### src/rtl/dmc_pkg.sv
package dmc_pkg;

    localparam int REG_W = 8;

    // Control fields the block owns inside the DAC register
    typedef struct packed {
        logic deemph;   // 1 = de-emphasis on
        logic mute;     // 1 = muted
    } dac_ctl_t;

    localparam dac_ctl_t CTL_RESET = '{deemph: 1'b0, mute: 1'b1};

    // Build the full register image: mute at bit 0, de-emphasis at dbit
    function automatic logic [REG_W-1:0] pack_ctl(dac_ctl_t c, int dbit);
        logic [REG_W-1:0] v;
        v       = '0;
        v[0]    = c.mute;
        v[dbit] = c.deemph;
        return v;
    endfunction

endpackage

### src/rtl/dmc_sync.sv
module dmc_sync #(
    parameter int   WIDTH   = 1,
    parameter int   STAGES  = 2,
    parameter logic RST_VAL = 1'b0
) (
    input  logic             clk,
    input  logic             rst,
    input  logic [WIDTH-1:0] d,
    output logic [WIDTH-1:0] q
);
    logic [WIDTH-1:0] stg [STAGES];

    always_ff @(posedge clk) begin
        if (rst) stg[0] <= {WIDTH{RST_VAL}};
        else     stg[0] <= d;
    end

    for (genvar i = 1; i < STAGES; i++) begin : g_stage
        always_ff @(posedge clk) begin
            if (rst) stg[i] <= {WIDTH{RST_VAL}};
            else     stg[i] <= stg[i-1];
        end
    end

    assign q = stg[STAGES-1];
endmodule

### src/rtl/dmc_lock_qual.sv
module dmc_lock_qual #(
    parameter int QUAL_CYCLES = 80_000_000
) (
    input  logic clk,
    input  logic rst,
    input  logic unlock_s,
    output logic qualified
);
    localparam int CNT_W = $clog2(QUAL_CYCLES + 1);
    localparam logic [CNT_W-1:0] LIMIT = CNT_W'(QUAL_CYCLES);

    logic [CNT_W-1:0] cnt_q;

    // Any loss of lock restarts the window; the count saturates at the limit
    always_ff @(posedge clk) begin
        if (rst || unlock_s)   cnt_q <= '0;
        else if (cnt_q != LIMIT) cnt_q <= cnt_q + 1'b1;
    end

    assign qualified = (cnt_q == LIMIT);
endmodule

### src/rtl/dmc_writer.sv
module dmc_writer
    import dmc_pkg::*;
#(
    parameter int DEEMPH_BIT = 1
) (
    input  logic             clk,
    input  logic             rst,
    input  logic             qualified,
    input  logic             deemph_on,
    input  logic             wr_ack,
    output logic             wr_req,
    output logic [REG_W-1:0] wr_data
);
    dac_ctl_t cur_q;      // what the DAC holds
    dac_ctl_t pend_q;     // value of the write in flight
    logic     req_q;
    logic     seen_q;     // de-emphasis value last observed
    logic     remute_q;   // de-emphasis change awaiting a mute

    logic     dchg;
    logic     want_mute;
    logic     want_unmute;
    logic     done;

    assign dchg        = (deemph_on != seen_q);
    assign done        = req_q && wr_ack;
    assign want_mute   = !req_q && !cur_q.mute && (!qualified || remute_q);
    assign want_unmute = !req_q && cur_q.mute && qualified && !remute_q;

    always_ff @(posedge clk) begin
        if (rst) begin
            cur_q    <= CTL_RESET;
            pend_q   <= CTL_RESET;
            req_q    <= 1'b0;
            seen_q   <= 1'b0;
            remute_q <= 1'b0;
        end else begin
            seen_q <= deemph_on;
            if (dchg)
                remute_q <= 1'b1;
            else if (!req_q && cur_q.mute)
                remute_q <= 1'b0;

            if (done) begin
                req_q <= 1'b0;
                cur_q <= pend_q;
            end else if (want_mute) begin
                req_q  <= 1'b1;
                pend_q <= '{deemph: cur_q.deemph, mute: 1'b1};
            end else if (want_unmute) begin
                req_q  <= 1'b1;
                pend_q <= '{deemph: deemph_on, mute: 1'b0};
            end
        end
    end

    assign wr_req  = req_q;
    assign wr_data = pack_ctl(pend_q, DEEMPH_BIT);
endmodule

### src/rtl/dac_mute_ctrl.sv
module dac_mute_ctrl
    import dmc_pkg::*;
#(
    parameter int QUAL_CYCLES = 80_000_000,
    parameter int SYNC_STAGES = 2,
    parameter int REG_ADDR    = 10,
    parameter int DEEMPH_BIT  = 1
) (
    input  logic             clk,
    input  logic             rst,
    input  logic             unlock_i,
    input  logic             deemph_n_i,
    output logic             wr_req_o,
    output logic [REG_W-1:0] wr_addr_o,
    output logic [REG_W-1:0] wr_data_o,
    input  logic             wr_ack_i
);
    logic [1:0] raw_s;
    logic       unlock_s;
    logic       deemph_on_s;
    logic       lock_ok;

    // Both flags reset to their safe level: not locked, de-emphasis off
    dmc_sync #(.WIDTH(2), .STAGES(SYNC_STAGES), .RST_VAL(1'b1)) u_sync (
        .clk (clk),
        .rst (rst),
        .d   ({unlock_i, deemph_n_i}),
        .q   (raw_s)
    );

    assign unlock_s    = raw_s[1];
    assign deemph_on_s = !raw_s[0];

    dmc_lock_qual #(.QUAL_CYCLES(QUAL_CYCLES)) u_qual (
        .clk       (clk),
        .rst       (rst),
        .unlock_s  (unlock_s),
        .qualified (lock_ok)
    );

    dmc_writer #(.DEEMPH_BIT(DEEMPH_BIT)) u_wr (
        .clk       (clk),
        .rst       (rst),
        .qualified (lock_ok),
        .deemph_on (deemph_on_s),
        .wr_ack    (wr_ack_i),
        .wr_req    (wr_req_o),
        .wr_data   (wr_data_o)
    );

    assign wr_addr_o = REG_W'(REG_ADDR);
endmodule

### config.mk
export PLATFORM = sky130hd
export DESIGN_NAME = dac_mute_ctrl
export DESIGN_NICKNAME = d
export VERILOG_FILES = /design/src/rtl/dmc_pkg.sv /design/src/rtl/dmc_sync.sv /design/src/rtl/dmc_lock_qual.sv /design/src/rtl/dmc_writer.sv /design/src/rtl/dac_mute_ctrl.sv
export SDC_FILE = /design/constraint.sdc
export NUM_CORES = 1
export LEC_CHECK = 0
export BUFFER_PORTS_ARGS = -buffer_cell sky130_fd_sc_hd__buf_2
export CAP_MARGIN = 20
export CORE_MARGIN = 4
export CORE_UTILIZATION = 55
export CTS_BUF_LIST = sky130_fd_sc_hd__clkbuf_2
export CTS_CLUSTER_SIZE = 30
export DETAILED_ROUTE_END_ITERATION = 10
export PLACE_DENSITY = 0.76
export SLEW_MARGIN = 30
export SYNTH_ARGS = -nofsm -noshare
export SYNTH_HDL_FRONTEND = slang
export SYNTH_HIERARCHICAL = 1
export SYNTH_SLANG_ARGS = --single-unit
export TNS_END_PERCENT = 5
### constraint.sdc
create_clock -name clk -period 2.54 [get_ports clk]
set_input_delay 0.254 -clock clk [delete_from_list [all_inputs] [get_ports clk]]
set_output_delay 0.254 -clock clk [all_outputs]
set_load 0.02 [all_outputs]
# Yosys cells after proc, flatten, opt, wreduce, memory -nomap -nowiden
# Memories as Yosys holds them, arrays and structs flattened.
# Index checks and enable logic that the tools add are counted.
dict set report word_totals {
  reg_bits 34
  ram_bits 4
  input_bits 5
  out_inout_bits 17
  elab_cells 44
  mem_count 1
}
# name depth word_bits read_ports rd_clocked_by_memory_dff write_ports line_no
set memory_table {}
lappend memory_table {u_sync.stg 2 2 2 0 2 dmc_sync.sv:11} ;# logic [WIDTH-1:0] stg [STAGES];
dict set report op_classes {
  n_addsub 1
  eq_ne 3
  mux 11
  n_bitwise 3
  n_reduce_logical 17
}
# operator count
set ops {}
lappend ops {{adder 27 x 1 -> 27 bit, second input constant} 1}
lappend ops {{equality test 27 bit, second input constant} 1}
lappend ops {{!= test 27 bit, second input constant} 1}
lappend ops {{2-to-1 mux 2 bit} 4}
lappend ops {{2-to-1 mux 1 bit} 7}
lappend ops {{logical AND 1 bit} 6}
lappend ops {{logical NOT 1 bit} 5}
lappend ops {{nonzero test 2 bit} 2}
lappend ops {{logical OR 1 bit} 2}
lappend ops {{bitwise OR 1 bit} 2}
lappend ops {{AND reduction 2 bit} 1}
lappend ops {{OR reduction 2 bit} 1}
lappend ops {{!= test 1 bit} 1}
lappend ops {{inverter 1 bit} 1}

# Depth between registers and ports, before layout
dict set report logic_depth {
  word_depth 6
  mapped_depth 8
  depth_no_buf 8
}

# Hierarchy
# Netlist, hierarchy kept.
# mod n_inst cells_each area_each_um2 seq_area_each_um2
set modules_own_cells {}
lappend modules_own_cells {dmc_lock_qual 1 160 1356.3 540.5}
lappend modules_own_cells {dmc_writer 1 40 364.1 140.1}
lappend modules_own_cells {dmc_sync 1 8 105.1 80.1}
lappend modules_own_cells {dac_mute_ctrl 1 11 71.3 0.0}

# Worst setup path before layout
# OpenSTA, ideal clock, no wires.
dict set report synth_timing {
  path_kind {register -> register}
  startpoint {register u_qual.cnt_q[0]}
  endpoint {register u_qual.cnt_q[20]}
  setup_ns 0.070
  t_arrival_ns 1.867
  required_ns 2.470
  slack_ns 0.603
  stages_incl_launch_ff 8
  path_buffers 2
  synth_period_minus_slack_ns 1.937
  path_cell_list {dfxtp_1 -> ha_1 -> clkbuf_1 -> nand3_1 -> or4_4 -> buf_6 -> or3_1 -> a21oi_1}
}
dict set report synth_via {
  elab_chain_len 1
  word_cells_on_any_way 2
  classes_between {add/sub: 1; eq/ne: 1}
}
# element line_no
set synth_rtl {}
lappend synth_rtl {{start: declaration} dmc_lock_qual.sv:12} ;# logic [CNT_W-1:0] cnt_q;
lappend synth_rtl {{start signal: assignment} dmc_lock_qual.sv:17} ;# else if (cnt_q != LIMIT) cnt_q <= cnt_q + 1'b1;
lappend synth_rtl {{adder 27 x 1 -> 27 bit or != test 27 bit (tied branches)} dmc_lock_qual.sv:17}
# Several ways; a longest one is shown, not always the timed one.
# A chain may end at the register's enable or synchronous reset.

# Final worst setup path
dict set report layout_timing {
  startpoint {register u_qual.cnt_q[0]}
  endpoint {register u_qual.cnt_q[24]}
}
# The elaborated chain is that of the path after synthesis.

==> results.toml <==
[critical_path]
criticalPathCategory = "flop to flop"
path_cells = "ha_1, nand3_1, or4_4, or4_1, a21oi_1"
cp-end-kind = "flop"
critPathSlowestCell = "or4_4"
crit_required_ns = 2.85
r2r_start = "u_qual/cnt_q[0]$_SDFFE_PP0P_"
max_stage_delay_ns = 0.51
cp.arrival_ns = 2.39
worstSetupStartpointType = "flop"
cp-startpoint = "u_qual/cnt_q[0]$_SDFFE_PP0P_"
reg2reg_slack_ns = 0.46
worst-path-max-fanout = 13

[logic_synthesis]
avgSynthCellArea_sq_um = 8.66
synth_edf_count = 0
syn_inst = 219
synth.area.mux_share_pct = 1.06
synth_warnings = 6
synth_ff_type = "dfxtp_1"
syn_area_sq_mm = 0.00190
ys_async_sr_fraction_pct = 0
synth_cell_types = 46
ys_ff_latch = 38
synth_top_family_by_area = "simple AND/OR/NAND/NOR gates"
yosys.area_share.simple_pct = 29.2
ys_seq_area_share_pct = 40.1
synth-compound-area-share_pct = 12.5
synthXorXnorAreaFrac_pct = 5.54
synthAdderAreaFrac_pct = 1.32

[detailed_routing]
drcViolationCount = 0
wl_per_cell_microns = 12.1
vias = 1458
ant_nets = 0
wl_mm = 3.24
dr.pass1.iters = 5
drtIter0Drc = 58
vias_per_cell = 5.44

[timing]
setup_tns_ns = 0
hold_violations = 0
slew_violations = 0
period_needed_ns = 2.08
fin_skew_ns = 0.0194
setup_viol = 0
fin_crit_sh_pct = 81.9
fmax_mhz = 481
worst_slack_ns = 0.459
rsz0062_at_grt = "no"

[cells_and_area]
fillerInstances = 320
final_common_cell = "dfxtp_1"
n_antenna_cell = 0
layout_common_cells = "38 x dfxtp_1, 16 x nor2_1, 14 x conb_1, 14 x a21oi_1, 13 x nand2_1"
layout-drive-gt1-share_pct = 11.7
final_nets = 229
syn2layout_area_growth_pct = 1.12

[clock_network]
cts.clk_slew.worst_paths_ns = 0.18
cts_buffers = 5
htreeDepth = 2
cts.sinks = 38
clock_latency_ns = 0.36
clk_path_buf_depth = 2
cts_hold_buf = 0
cts-root-buf = "clkbuf_2"
cts_tree = "done"
cts_resized = 0
post-cts-setup-buffers = 0

[global_route]
grt_pass1_wl_mm = 5.59
grt_max_degree = 25
grt_pass1_vias = 1261
antenna_found_initial = 0
grt_use_total_pct = 16.2
grt_overflow_total = 0

[placed_design]
port_buffers = 7
gp_congestion = 0.795
post-dp-hpwl_mm = 2.28
post-place-ws_ns = 0.487

[floorplan]
fp.dieArea_sq_mm = 0.00445
start_util_pct = 56.8
die_h_microns = 66.7
core_area_sq_mm = 0.00334
io_pins = 22
die_w_microns = 66.7
rows = 21

[status]
run_status = "finished, final reports clean"

[power_and_ir_drop]
p_per_area_mw_per_mm2 = 463
ir_drop_uv = 378
p_leak_nw = 0.629

[flow_run]
maxCapViolCount = 0

[min_path]
min_path_type = "primary input to flop"
hp-start = "deemph_n_i"
synth_stat cells (3+ instances only):
cell      instances  share of area (%)
dfxtp_1          38                 40
o31ai_1           4                1.6
nand2_1          13                2.6
buf_4            14                5.5
xor2_1           10                4.6
nor4_1            4                1.3
nor2_1           16                3.2
nand3_1          11                2.9
or3_1             8                2.6
conb_1            3               0.59
o21ai_0          11                2.9
o21a_1            3                1.2
and4_1            4                1.8
or2_1             4                1.3
clkbuf_1          6                1.2
nand4_1           9                3.0
inv_1             9                1.8
a21oi_1          14                3.7
cell families after synthesis:
| logic type | Yosys count |
|---|---|
| AOI/OAI and AO/OA | 38 |
| xor gates and xnor gates | 12 |
| adders and majority gates | 2 |
| buffers and inverters | 31 |
| DFF | 38 |
| muxes | 2 |
| other | 3 |
| and+or+nand+nor | 93 |
worst max-delay path, delay by kind of cell (launching register included):
family	cells	cell delay (ns)
simple gates	3	1.11
flops	1	0.44
fa+ha+maj	1	0.33
compound gates	1	0.14
registers in the layout, indices dropped and copies added, names as in the netlist:
| name | cells |
|---|---|
| u_wr/wr_data | 2 |
| u_wr/wr_req | 1 |
| u_sync/stg | 4 |
| u_qual/cnt_q | 27 |
| u_wr/cur_q | 2 |
| u_wr/remute_q | 1 |
| u_wr/seen_q | 1 |
final timing paths:
check	endpoint	cells after the start
worst max-delay path	u_qual/cnt_q[24]$_SDFFE_PP0P_	5
worst min register to register	u_sync/stg[1][0]$_SDFF_PP1_	1
worst max register to register	u_qual/cnt_q[24]$_SDFFE_PP0P_	5
worst min-delay path	u_sync/stg[0][0]$_SDFF_PP1_	2
area by class of cell:
| cell class | count | area (sq um) | area share (%) |
|---|---|---|---|
| Multi-Input combinational cell | 161 | 993 | 51.8 |
| Sequential cell | 38 | 761 | 39.7 |
| Tap cell | 46 | 57.6 | 3.00 |
| Timing Repair Buffer | 7 | 35.0 | 1.83 |
| Inverter | 9 | 33.8 | 1.76 |
| Clock buffer | 6 | 30.0 | 1.57 |
| Clock inverter | 1 | 7.51 | 0.391 |
layer usage:
layer,GRT usage (%),share of wire (%),routed length (microns),vias up
met5,0,0,0,-
met2,24.9,45,1450,30
li1,-,-,-,755
met3,3.54,4.2,137,4
met1,21.7,50,1620,669
met4,6.60,1.1,34,0
metrics by stage:
step	hold slack, ns	power (mW)	cell area (sq um)	util, %	instances
6_report	0.0518	0.887	1920	57.5	268
3_5_place_dp	0.397	0.650	1880	56.4	261
5_1_grt	0.0334	0.930	1920	57.5	268
4_1_cts	0.0219	0.902	1920	57.5	268
2_1_floorplan	0.320	0.659	1940	-	230
3_3_place_gp	0.387	0.650	1880	56.4	261
where the power goes:
part	total, mW	internal, mW	switching (mW)
clock	0.249	0.0669	0.182
sequential	0.604	0.601	0.00259
combinational	0.0344	0.00659	0.0278
total	0.887	0.675	0.212
Note: power is estimated with default switching activity, not from simulation.
